--- src/rtl/exc_pkg.sv ---
package exc_pkg;
  localparam int CAUSE_W = 5;
  typedef enum logic [CAUSE_W-1:0] {
    CAUSE_IRQ = 5'd0,
    CAUSE_SVC = 5'd8,
    CAUSE_UND = 5'd10,
    CAUSE_OVF = 5'd12,
    CAUSE_HWF = 5'd15
  } cause_e;
  localparam logic [1:0] STG_DEC = 2'd1;
  localparam logic [1:0] STG_EXE = 2'd2;
endpackage

--- src/rtl/exc_arbiter.sv ---
module exc_arbiter
  import exc_pkg::*;
#(
  parameter int XLEN = 32
) (
  input  logic                clk,
  input  logic                rst,
  input  logic                held_i,
  input  logic [XLEN-1:0]     id_pc_i,
  input  logic [XLEN-1:0]     ex_pc_i,
  input  logic                id_undef_i,
  input  logic                id_syscall_i,
  input  logic                ex_ovf_i,
  input  logic                io_irq_i,
  input  logic                hw_err_i,
  output logic                take_o,
  output logic [1:0]          src_o,
  output logic [CAUSE_W-1:0]  cause_o,
  output logic [XLEN-1:0]     pc_o
);
  logic any_dec;
  assign any_dec = hw_err_i | id_undef_i | id_syscall_i | io_irq_i;

  always_comb begin
    take_o  = 1'b0;
    src_o   = 2'd0;
    cause_o = CAUSE_IRQ;
    pc_o    = id_pc_i;
    if (!held_i) begin
      if (ex_ovf_i) begin
        take_o  = 1'b1;
        src_o   = STG_EXE;
        cause_o = CAUSE_OVF;
        pc_o    = ex_pc_i;
      end else if (any_dec) begin
        take_o = 1'b1;
        src_o  = STG_DEC;
        if (hw_err_i)          cause_o = CAUSE_HWF;
        else if (id_undef_i)   cause_o = CAUSE_UND;
        else if (id_syscall_i) cause_o = CAUSE_SVC;
        else                   cause_o = CAUSE_IRQ;
      end
    end
  end

  // overflow always claims the execute PC
  a_r2_ovf_src: assert property (@(posedge clk) disable iff (rst)
    (ex_ovf_i && !held_i) |-> (src_o == STG_EXE && pc_o == ex_pc_i));
  // masked state accepts nothing
  a_r7_masked: assert property (@(posedge clk) disable iff (rst)
    held_i |-> !take_o);
endmodule

--- src/rtl/exc_flush_ctrl.sv ---
module exc_flush_ctrl
  import exc_pkg::*;
#(
  parameter int XLEN = 32,
  parameter int NFLUSH = 3,
  parameter logic [XLEN-1:0] VECTOR = 32'h8000_0180
) (
  input  logic              clk,
  input  logic              rst,
  input  logic              take_i,
  input  logic [1:0]        src_i,
  input  logic              ex_regwr_i,
  output logic [NFLUSH-1:0] flush_o,
  output logic              redirect_o,
  output logic [XLEN-1:0]   redirect_pc_o,
  output logic              ex_regwr_o
);
  for (genvar g = 0; g < NFLUSH; g++) begin : g_flush
    localparam logic [1:0] IDX = g[1:0];
    assign flush_o[g] = take_i && (IDX <= src_i);
  end

  assign redirect_o    = take_i;
  assign redirect_pc_o = VECTOR;
  assign ex_regwr_o    = ex_regwr_i && !(take_i && src_i == STG_EXE);

  // gated enable never asserts without the incoming one
  a_r6_gate: assert property (@(posedge clk) disable iff (rst)
    ex_regwr_o |-> ex_regwr_i);
  // a squash of an older register implies the younger ones too
  a_r4_order: assert property (@(posedge clk) disable iff (rst)
    flush_o[NFLUSH-1] |-> flush_o[0]);
endmodule

--- src/rtl/exc_state_regs.sv ---
module exc_state_regs
  import exc_pkg::*;
#(
  parameter int XLEN = 32
) (
  input  logic               clk,
  input  logic               rst,
  input  logic               take_i,
  input  logic [CAUSE_W-1:0] cause_i,
  input  logic [XLEN-1:0]    pc_i,
  input  logic               ack_i,
  output logic               held_o,
  output logic [CAUSE_W-1:0] cause_o,
  output logic [XLEN-1:0]    epc_o
);
  always_ff @(posedge clk) begin
    if (rst) begin
      held_o  <= 1'b0;
      cause_o <= '0;
      epc_o   <= '0;
    end else if (take_i) begin
      held_o  <= 1'b1;
      cause_o <= cause_i;
      epc_o   <= pc_i;
    end else if (ack_i) begin
      held_o  <= 1'b0;
    end
  end

  // acceptance arms the mask
  a_r9_arm: assert property (@(posedge clk) disable iff (rst)
    take_i |=> held_o);
  // clear releases the mask
  a_r8_clear: assert property (@(posedge clk) disable iff (rst)
    (held_o && ack_i) |=> !held_o);
  // records frozen while masked
  a_r7_frozen: assert property (@(posedge clk) disable iff (rst)
    held_o |=> ($stable(cause_o) && $stable(epc_o)));
endmodule

--- src/rtl/exc_ctrl_unit.sv ---
module exc_ctrl_unit
  import exc_pkg::*;
#(
  parameter int XLEN = 32,
  parameter int NFLUSH = 3,
  parameter logic [XLEN-1:0] VECTOR = 32'h8000_0180
) (
  input  logic               clk,
  input  logic               rst,
  input  logic [XLEN-1:0]    id_pc_i,
  input  logic [XLEN-1:0]    ex_pc_i,
  input  logic               id_undef_i,
  input  logic               id_syscall_i,
  input  logic               ex_ovf_i,
  input  logic               ex_regwr_i,
  input  logic               io_irq_i,
  input  logic               hw_err_i,
  input  logic               ack_i,
  output logic [NFLUSH-1:0]  flush_o,
  output logic               redirect_o,
  output logic [XLEN-1:0]    redirect_pc_o,
  output logic               ex_regwr_o,
  output logic [CAUSE_W-1:0] cause_o,
  output logic [XLEN-1:0]    epc_o,
  output logic               held_o
);
  logic               take;
  logic [1:0]         src;
  logic [CAUSE_W-1:0] cause_n;
  logic [XLEN-1:0]    pc_n;

  exc_arbiter #(.XLEN(XLEN)) arb_i (
    .clk(clk), .rst(rst), .held_i(held_o),
    .id_pc_i(id_pc_i), .ex_pc_i(ex_pc_i),
    .id_undef_i(id_undef_i), .id_syscall_i(id_syscall_i),
    .ex_ovf_i(ex_ovf_i), .io_irq_i(io_irq_i), .hw_err_i(hw_err_i),
    .take_o(take), .src_o(src), .cause_o(cause_n), .pc_o(pc_n)
  );

  exc_flush_ctrl #(.XLEN(XLEN), .NFLUSH(NFLUSH), .VECTOR(VECTOR)) fl_i (
    .clk(clk), .rst(rst), .take_i(take), .src_i(src),
    .ex_regwr_i(ex_regwr_i), .flush_o(flush_o), .redirect_o(redirect_o),
    .redirect_pc_o(redirect_pc_o), .ex_regwr_o(ex_regwr_o)
  );

  exc_state_regs #(.XLEN(XLEN)) st_i (
    .clk(clk), .rst(rst), .take_i(take), .cause_i(cause_n), .pc_i(pc_n),
    .ack_i(ack_i), .held_o(held_o), .cause_o(cause_o), .epc_o(epc_o)
  );

  // redirect comes with a squash of the fetch/decode register
  a_r5_redirect: assert property (@(posedge clk) disable iff (rst)
    redirect_o |-> (flush_o[0] && redirect_pc_o == VECTOR));
  // accepted overflow records cause 12
  a_r2_cause: assert property (@(posedge clk) disable iff (rst)
    (ex_ovf_i && !held_o) |=> (cause_o == 5'd12));
endmodule

--- config.mk ---
export PLATFORM = sky130hd
export DESIGN_NAME = exc_ctrl_unit
export DESIGN_NICKNAME = d
export VERILOG_FILES = /design/src/rtl/exc_pkg.sv /design/src/rtl/exc_arbiter.sv /design/src/rtl/exc_flush_ctrl.sv /design/src/rtl/exc_state_regs.sv /design/src/rtl/exc_ctrl_unit.sv
export SDC_FILE = /design/constraint.sdc
export NUM_CORES = 1
export LEC_CHECK = 0
export ABC_AREA = 1
export BUFFER_PORTS_ARGS = -buffer_cell sky130_fd_sc_hd__buf_2
export CAP_MARGIN = 20
export CORE_ASPECT_RATIO = 0.5
export CORE_MARGIN = 2
export CORE_UTILIZATION = 45
export DETAILED_ROUTE_END_ITERATION = 12
export GPL_ROUTABILITY_DRIVEN = 0
export GPL_TIMING_DRIVEN = 1
export PLACE_DENSITY = 0.83
export SETUP_SLACK_MARGIN = 0.02
export SYNTH_ARGS = -nofsm -noshare
export SYNTH_HDL_FRONTEND = slang
export SYNTH_SLANG_ARGS = --single-unit
--- constraint.sdc ---
create_clock -name clk -period 2.6 [get_ports clk]
set_input_delay 0.78 -clock clk [delete_from_list [all_inputs] [get_ports clk]]
set_output_delay 0.78 -clock clk [all_outputs]
set_load 0.005 [all_outputs]
* Word-level counts from Yosys, hierarchy flattened *
Cells that the tools add are included.

operators by class
  magnitude comparators = 3
  eq/ne operators = 1
  muxes and demuxes = 16
  bitwise operators = 3
  reduce and logical (&&, ||, !) cells = 7

operators by type and width
  cell                  count
  $mux W32              2
  $mux W5               5
  $mux W1               6
  $logic_and A1 B1 Y1   5
  $le A1 B2 Y1 const A  2
  $mux W2               2
  $mux W4               1
  $or A1 B1 Y1          3
  $eq A2 B2 Y1 const B  1
  $le A2 B2 Y1 const A  1
  $reduce_bool A2 Y1    1
  $logic_not A1 Y1      1

word-level totals
  register bits = 38
  bits of input ports = 73
  output and inout port bits = 75
  logic and storage cells = 33

* Logic depth before layout (Yosys ltp) *
Gate-level depths: netlist of run 1.

  word-level depth = 10
  gate-level depth with buffers = 8
  depth with buffers taken out = 7

* Cells and area by module *
Synthesis of run 1 repeated with hierarchy kept, for this count alone.

unflattened totals
  cell total of the unflattened synthesis = 331
  area total of the unflattened synthesis = 2208.4 sq um

modules (own cells, without submodules)
  module          times used  cells an instance  area each (sq um)  sequential area each (sq um)
  exc_state_regs  1           165                1373.8             760.7
  exc_arbiter     1           123                540.5              0.0
  exc_flush_ctrl  1           43                 294.0              0.0

* Worst setup path after synthesis of run 1 *
No wires, ideal clock.

  kind = input port to output port
  start point = input hw_err_i
  end point = output flush_o[0]
  data arrival time = 1.448 ns
  data required time = 1.820 ns
  slack = 0.372 ns
  cell stages on the path = 6
  path buffers = 2
  cells stage by stage = nor2_1 > nand3_2 > nand2_4 > buf_6 > inv_2 > buf_4

on the way
  elaborated cells between the ends (all ways) = 11
  those cells by class = order compare: 1; mux: 6; bitwise: 3; reduce/logical: 1

RTL lines
  item                        line                  RTL
  start: declaration          exc_ctrl_unit.sv:17   input logic hw_err_i,
  $or A1 B1 Y1 (3 in series)  exc_arbiter.sv:22     assign any_dec = hw_err_i | id_undef_i | id_syscall_i | io_irq_i;
  $mux W1                     exc_arbiter.sv:35     end else if (any_dec) begin
  $mux W1                     exc_arbiter.sv:30     if (ex_ovf_i) begin
  $mux W1                     exc_arbiter.sv:29     if (!held_i) begin
  via redirect_o              exc_ctrl_unit.sv:20   output logic redirect_o,
  $logic_and A1 B1 Y1         exc_flush_ctrl.sv:20  assign flush_o[g] = take_i && (IDX <= src_i);
  end: declaration            exc_ctrl_unit.sv:19   output logic [NFLUSH-1:0] flush_o,

The timed path passes the listed nets, and every way through them passes these cells.

* Worst setup path in the final report of run 1 *
  start point = input hw_err_i
  end point = output flush_o[1]

on the way
  word-level cells in the longest chain between the ends = 8
  elaborated cells between the ends (all ways) = 11
  those cells by class = order compare: 1; mux: 6; bitwise: 3; reduce/logical: 1

ends and longest elaborated chain
  item                            line
  $or A1 B1 Y1 (*) (3 in series)  exc_arbiter.sv:22
  $mux W1                         exc_arbiter.sv:35
  $mux W2                         exc_arbiter.sv:30
  $mux W2                         exc_arbiter.sv:29
  $le A1 B2 Y1                    exc_flush_ctrl.sv:20
  $logic_and A1 B1 Y1 (*)         exc_flush_ctrl.sv:20

Mark *: on every way between the ends. The rest lies on a longest branch, timed or not.

==> run_results.csv, run 1 <==
group,metric,value,unit
global_route,grt_max_degree,47,
clocking,clockBufferDepth,2,
critical_path,start_kind,"primary input",
timing,period_needed,2240,ps
min_path,holdCritPathClass,"reg -> reg",
final_layout,n_antenna_cell,0,
final_layout,multiInputGateArea,0.00108,mm^2
yosys,yosysUniqueCellTypes,17,
timing,skew,1.93,ps
clocking,cts-root-buf,"clkbuf_8",
yosys,synthAdderAreaFrac,0,%
drt,vias,2243,
timing,fmax,0.447,GHz
clocking,cts_hold_buf,0,
die,num_rows,17,
yosys,yosys_warnings,0,
global_route,grt_use_met2,33.8,%
clocking,cts_max_level,2,
yosys,netlist_area,0.00221,mm^2
final_layout,layout-drive-gt1-share,27.2,%
drt,routed_wl,4830,um
yosys,yosysSeqAreaShare,33.4,%
timing,rsz0062_at_grt,"false",
timing,slew_viol_final,0,
drt,viasPerCell,4.09,
min_path,whs_endpoint,"st_i.cause_o[3]",
place,dp_hpwl,3570,um
critical_path,crit_fanout,4,
timing,tns,0,ps
global_route,met1_usage,20.6,%
global_route,grt_pass1_vias,1861,
yosys,yosys.area_share.xor_xnor,0,%
global_route,grt_pass1_wl,7850,um
final_layout,mostFrequentLayoutCells,"nand2_1, buf_2, nor2_1, inv_1, dfxtp_1",
timing,hold_ws,461,ps
global_route,busiest_layer,"met2",
clocking,cts_buffers,5,
critical_path,critical_path_class,"in -> out",
final_layout,layout_commonest_cell,"nand2_1",
final_layout,regArea,741,um^2
drt,drc,0,
flow_run,max_cap_viol_count,0,
global_route,antenna_found_initial,0,
clocking,cts_setup_buffers,0,
drt,drt.antenna.violating_nets,0,
final_layout,fillers,505,
critical_path,worstRegToRegCells,8,
yosys,avgSynthCellArea,5.89,um^2
critical_path,r2r_slack,1260,ps
timing,setup_viol,0,
yosys,yosysTopAreaCell,"dfxtp_1",
clocking,cts_sinks,37,
drt,drtPass1Iterations,4,
yosys,synth_compound_area_share,1.13,%
die,die_w,103,um
die,dieHeight,53.6,um
power_and_ir_drop,p_leak,1.71,nW
timing,hold_viol_final,0,
die,design.die.area,0.00553,mm^2
yosys,muxShareOfSynthArea,0,%
min_path,whs_path_depth,2,
clocking,clkTransAtPathRegs,70,ps
global_route,gr-total-overflow,0,
power_and_ir_drop,ir_worst_vdd,333,uV
die,ios,148,
yosys,synth_top_family_by_area,"simple AND/OR/NAND/NOR gates",
status,status,"complete, no violations",
min_path,hp-start,"st_i.cause_o[3]",
die,start_util,48.4,%
yosys,syn_inst,376,
critical_path,worstPathRequired,1820,ps
clocking,cts_resized,0,
timing,period_share,86.1,%
place,port_buffers,114,
yosys,synthTopCellsByArea,"dfxtp_1, nand2_1, buf_4",
critical_path,reg2reg_from,"st_i.held_o",
clocking,insertion_delay,280,ps
global_route,grtUsageTotal,18.3,%
clocking,cts_tree,"done",
final_layout,syn_to_final_growth,23.3,%
critical_path,cp.arrival,1460,ps
die,coreArea,0.00457,mm^2
global_route,use_met3,6.62,%
final_layout,nNetsFinal,556,
critical_path,regToRegEndpoint,"st_i.epc_o[27]",
drt,drtIter0Drc,70,
yosys,ys_seq_elements,37,
power_and_ir_drop,powerDensity,508,mW/mm^2
drt,post_drt_wl_per_cell,8.82,um
yosys,synthSimpleGateAreaFrac,41.9,%
yosys,synth_top_area_share,33.4,%
critical_path,cp-end-kind,"output port",
==> logic make-up after synthesis <==
family / Yosys count
other: 2
AND/OR/NAND/NOR: 242
AO/OA/AOI/OAI: 5
buffers and inverters: 90
flip-flops: 37
==> layout make-up <==
class | instances | area share, %
Clock buffer | 5 | 2.52
Timing Repair Buffer | 119 | 22.3
Tap cell | 66 | 3.02
Sequential cell | 37 | 27.1
Inverter | 40 | 5.50
Clock inverter | 1 | 0.183
Multi-Input combinational cell | 280 | 39.4
==> sequential cells by signal, summed over array words and instances, names as in the netlist <==
register and count:
st_i.held_o 1, st_i.epc_o 32, st_i.cause_o 4
==> worst max path at each step <==
stage | startpoint | endpoint | slack, ps | depth (start not counted)
after floorplan | hw_err_i | flush_o[0] | 370 | 6
after global placement | hw_err_i | flush_o[1] | 370 | 6
after detailed placement | hw_err_i | flush_o[1] | 360 | 6
after CTS | hw_err_i | flush_o[1] | 350 | 6
after global routing | hw_err_i | flush_o[1] | 300 | 6
final | hw_err_i | flush_o[1] | 360 | 6
==> Yosys cell counts <==
library cell,n
nand2_1,166
nor2_1,71
buf_4,42
dfxtp_1,37
inv_1,37
a21oi_1,4
buf_2,3
inv_2,3
buf_6,2
clkbuf_1,2
conb_1,2
nand3_1,2
buf_1,1
nand2_2,1
nand2_4,1
nand3_2,1
o21ai_0,1
==> power breakdown <==
group	switching, mW	internal (mW)	leakage (nW)
Clock	0.191	0.176	0.0399
Sequential	0.0237	0.624	0.308
Combinational	0.212	0.160	1.36
==> critical path, stage by stage <==
cell and delay [ps]:
buf_2 110, nor2_1 190, nand3_2 110, nand2_4 90, inv_1 40, buf_2 130
==> stage by stage <==
stage | area (um^2) | instances | util [%] | setup slack, ps | power [mW]
6_report | 2730 | 548 | 59.7 | 361 | 1.39
5_1_grt | 2730 | 548 | 59.7 | 299 | 1.50
4_1_cts | 2730 | 548 | 59.7 | 353 | 1.41
3_5_place_dp | 2660 | 542 | 58.1 | 356 | 1.03
3_3_place_gp | 2660 | 542 | 58.1 | 373 | 1.03
2_1_floorplan | 2330 | 407 | - | 372 | 0.934
==> routing by layer <==
| metal | up-vias | share of wire [%] |
|---|---|---|
| met4 | 0 | 0.66 |
| li1 | 1225 | - |
| met2 | 72 | 49 |
| met5 | - | 0 |
| met3 | 4 | 6.9 |
| met1 | 942 | 44 |
Power figures use the tool's default switching activity.
==> run 2, diff against run 1 <==
- CAP_MARGIN: 20 -> unset
- clock period: 2.6 -> 2.7 ns (I/O delays scaled with it)
==> run_results.csv, run 2 (synthesis gave the netlist of run 1 again) <==
group,metric,value,unit
status,status,"complete, no violations",
final_layout,mostFrequentLayoutCells,"nand2_1, buf_2, nor2_1, inv_1, dfxtp_1",
final_layout,multiInputGateArea,0.00108,mm^2
final_layout,n_antenna_cell,0,
final_layout,syn_to_final_growth,24.6,%
final_layout,fillers,471,
drt,drtIter0Drc,67,
final_layout,layout-drive-gt1-share,27.5,%
clocking,cts_max_level,2,
power_and_ir_drop,powerDensity,509,mW/mm^2
timing,tns,0,ps
power_and_ir_drop,p_leak,1.72,nW
die,dieHeight,53.6,um
clocking,cts_tree,"done",
final_layout,regArea,741,um^2
drt,drtPass1Iterations,4,
place,dp_hpwl,3620,um
global_route,antenna_found_initial,0,
drt,drc,0,
final_layout,final_area,0.00276,mm^2
global_route,gr-total-overflow,0,
timing,skew,1.96,ps
critical_path,cp-end-kind,"output port",
final_layout,top_regs,"st_i.epc_o (32), st_i.cause_o (4), st_i.held_o (1)",
drt,viasPerCell,4.05,
place,pre_cts_ws,396,ps
timing,layout_setup_ws,408,ps
die,coreArea,0.00457,mm^2
final_layout,nNetsFinal,556,
clocking,clkTransAtPathRegs,70,ps
final_layout,layout_commonest_cell,"nand2_1",
timing,rsz0062_at_grt,"false",
timing,setup_viol,0,
min_path,holdCritPathClass,"reg -> reg",
drt,routed_wl,4850,um
place,dp.cells,542,
timing,fmax,0.436,GHz
critical_path,start_kind,"primary input",
clocking,cts_setup_buffers,0,
clocking,cts-root-buf,"clkbuf_8",
flow_run,max_cap_viol_count,0,
final_layout,top_register,"st_i.epc_o",
power_and_ir_drop,ir_worst_vdd,217,uV
final_layout,fin_cells,550,
drt,drt.antenna.violating_nets,0,
global_route,grt_max_degree,45,
global_route,grt_pass1_wl,7820,um
clocking,cts_buffers,5,
drt,post_drt_wl_per_cell,8.82,um
clocking,insertion_delay,280,ps
critical_path,cp.arrival,1480,ps
timing,slew_viol_final,0,
die,design.die.area,0.00553,mm^2
place,port_buffers,114,
global_route,grt_pass1_vias,1894,
place,placed_area,0.00266,mm^2
global_route,grtUsageTotal,18.0,%
clocking,cts_hold_buf,0,
critical_path,critical_path_class,"in -> out",
die,start_util,48.4,%
critical_path,r2r_slack,1290,ps
timing,period_needed,2290,ps
clocking,cts_sinks,37,
die,die_w,103,um
drt,vias,2225,
timing,hold_ws,461,ps
timing,hold_viol_final,0,
final_layout,largest_reg_flops,32,
clocking,cts_resized,0,
critical_path,crit_fanout,4,
die,ios,148,
die,num_rows,17,
timing,period_share,84.9,%
critical_path,worstPathRequired,1890,ps
clocking,clockBufferDepth,2,
==> run 2: changes by cell type in the layout (fill, tap and decap cells not counted), sizes merged <==
cell,change
clkbuf,+2
==> run 2: critical path: stages <==
cell	delay, ps
buf_2	110
nor2_1	180
nand3_2	120
nand2_4	100
inv_1	40
buf_2	130
==> run 2: cell type report <==
cell class	instances	area share, %
Multi-Input combinational cell	280	39.0
Timing Repair Buffer	119	22.0
Sequential cell	37	26.8
Inverter	40	5.44
Clock buffer	7	3.49
Clock inverter	1	0.181
Tap cell	66	2.99
==> run 2: worst paths after layout <==
check | startpoint | to | cells past startpoint
setup / recovery | hw_err_i | flush_o[1] | 6
hold / removal | st_i.cause_o[0] | st_i.cause_o[0] | 2
setup reg to reg | st_i.held_o | st_i.epc_o[13] | 8
hold reg to reg | st_i.cause_o[0] | st_i.cause_o[0] | 2
==> run 2: report_power, final <==
group,internal [mW],switching [mW]
clock network,0.231,0.190
registers,0.601,0.0236
logic,0.154,0.204
==> run 2: metrics by stage <==
| stage | utilization (%) | total power [mW] |
|---|---|---|
| 5_1_grt | 60.3 | 1.50 |
| 3_3_place_gp | 58.1 | 0.993 |
| 6_report | 60.3 | 1.40 |
| 4_1_cts | 60.3 | 1.42 |
| 3_5_place_dp | 58.1 | 0.997 |
| 2_1_floorplan | - | 0.899 |
==> run 2: per-layer routing <==
layer	part of all wire [%]	global-route usage (%)	vias to the layer above
li1	-	-	1226
met1	45	20.6	926
met2	49	34.1	69
met3	6.1	5.06	4
met4	0.49	4.17	0
met5	0	0	-
==> run 3, diff against run 2 <==
- CORE_UTILIZATION: 45 -> 38
- PLACE_DENSITY: 0.83 -> 0.75
- clock period: 2.7 -> 1.8 ns (I/O delays scaled with it)
==> run_results.csv, run 3 (synthesis gave the netlist of run 1 again) <==
group,metric,value,unit
critical_path,crit_family,"simple AND/OR/NAND/NOR gates",
timing,rsz0062_at_grt,"false",
global_route,grtUsageTotal,15.6,%
power_and_ir_drop,clkPwrFrac,36.4,%
timing,tns,0,ps
power_and_ir_drop,p_switching,0.655,mW
clocking,clockBufferDepth,2,
place,dp_hpwl,3780,um
power_and_ir_drop,p_comb_share,23.6,%
final_layout,nNetsFinal,562,
drt,viasPerCell,4.05,
power_and_ir_drop,seqPwrFrac,40.0,%
timing,skew,2.69,ps
timing,fmax,0.583,GHz
power_and_ir_drop,p_int,1.69,mW
die,start_util,39.8,%
final_layout,top_register,"st_i.epc_o",
critical_path,r2r_slack,500,ps
timing,period_needed,1710,ps
critical_path,start_kind,"primary input",
critical_path,critical_path_class,"in -> out",
clocking,cts_buffers,5,
clocking,cts_max_level,2,
global_route,grt_pass1_vias,1975,
status,status,"complete, no violations",
place,dp.cells,552,
final_layout,top_regs,"st_i.epc_o (32), st_i.cause_o (4), st_i.held_o (1)",
critical_path,cp.arrival,1170,ps
final_layout,mostFrequentLayoutCells,"nand2_1, buf_2, nor2_1, inv_1, dfxtp_1",
global_route,grt_max_degree,42,
die,coreArea,0.00556,mm^2
clocking,cts_sinks,37,
critical_path,cp_slowest_cell,"buf_2",
drt,drt.antenna.violating_nets,0,
timing,hold_ws,454,ps
final_layout,layout_commonest_cell,"nand2_1",
timing,setup_viol,0,
place,port_buffers,114,
drt,post_drt_wl_per_cell,8.97,um
drt,routed_wl,5040,um
drt,drtPass1Iterations,4,
critical_path,worstPathRequired,1260,ps
die,design.die.area,0.00649,mm^2
clocking,clkTransAtPathRegs,50,ps
die,die_w,112,um
critical_path,worst-path-buf-inv,3,
final_layout,n_antenna_cell,0,
flow_run,max_cap_viol_count,0,
die,dieHeight,58.0,um
global_route,grt_pass1_wl,8190,um
global_route,antenna_found_initial,0,
drt,drtIter0Drc,49,
critical_path,crit_fanout,5,
timing,period_share,95.3,%
clocking,cts-root-buf,"clkbuf_16",
critical_path,cp-end-kind,"output port",
die,ios,148,
final_layout,syn_to_final_growth,29.1,%
global_route,gr-total-overflow,0,
drt,drc,0,
power_and_ir_drop,p_leak,1.77,nW
final_layout,largest_reg_flops,32,
clocking,insertion_delay,280,ps
die,num_rows,19,
final_layout,fillers,592,
power_and_ir_drop,powerDensity,820,mW/mm^2
final_layout,fin_cells,562,
power_and_ir_drop,ir_worst_vdd,424,uV
timing,hold_viol_final,0,
critical_path,max_stage_delay,130,ps
power_and_ir_drop,sw_frac_of_total,28.0,%
min_path,holdCritPathClass,"reg -> reg",
timing,slew_viol_final,0,
clocking,cts_tree,"done",
final_layout,layout-drive-gt1-share,28.4,%
critical_path,cp_cell_sequence,"buf_2, nor2_2, nand3_2, nand2_4, inv_2, buf_2",
critical_path,path_common_cell,"buf_2",
drt,vias,2276,
-- run 3: changes by cell type in the layout (fill, tap and decap cells not counted), sizes merged --
cell / delta
buf: +6
clkinv: -1
-- run 3: worst register-to-register path, cell delays in order (launching register included) --
cell	delay, ps
dfxtp_1	330
inv_2	80
nand2_4	100
buf_4	120
buf_4	340
nand2_1	110
nand2_1	80
nor2_1	40
-- run 3: through the flow --
| stage | power (mW) | setup slack [ps] | util (%) | area (um^2) |
|---|---|---|---|---|
| 2_1_floorplan | 1.35 | 52.4 | - | 2330 |
| 4_1_cts | 2.37 | 43.2 | 50.9 | 2830 |
| 5_1_grt | 2.50 | 9.96 | 51.4 | 2860 |
| 6_report | 2.34 | 85.2 | 51.4 | 2860 |
| 3_3_place_gp | 1.50 | 78.2 | 48.3 | 2690 |
| 3_5_place_dp | 1.50 | 42.8 | 48.3 | 2690 |
-- run 3: path summary, 6_finish.rpt --
| path | start | end | cells past startpoint |
|---|---|---|---|
| setup / recovery | ex_ovf_i | redirect_o | 6 |
| hold / removal | st_i.cause_o[0] | st_i.cause_o[0] | 2 |
| setup reg to reg | st_i.held_o | st_i.epc_o[15] | 7 |
| hold reg to reg | st_i.cause_o[0] | st_i.cause_o[0] | 2 |
-- run 3: timing repair --
item | 4_1_cts | 5_1_grt
buffers inserted | 0 | 3
gates resized for setup | 0 | 2
setup endpoints to repair | 0 | 3
hold endpoints to repair | 0 | 0
hold buffers | 0 | 0
-- run 3: per-layer routing --
metal  GRT usage (%)  part of all wire [%]
met2            29.8                    50
met5               0                     0
met3            5.02                   6.4
met4            6.45                   2.0
met1            16.2                    41
-- run 3: cell type report --
type / instances / area (um^2) / area share [%]
well taps: 73 / 91.3 / 3.19
repair buffers: 125 / 653 / 22.8
clock buffers: 7 / 143 / 4.99
flip-flops and latches: 37 / 741 / 25.9
inverters: 40 / 150 / 5.25
multi-input cells: 280 / 1080 / 37.8
-- run 3: power groups by stage --
stage               clock network, mW  registers, mW  logic [mW]
finish                          0.852          0.938       0.553
global route                    0.908          0.948       0.642
CTS                             0.876          0.939       0.551
detailed placement                  0          0.956       0.547
global placement                    0          0.953       0.544
floorplan                           0          0.966       0.383
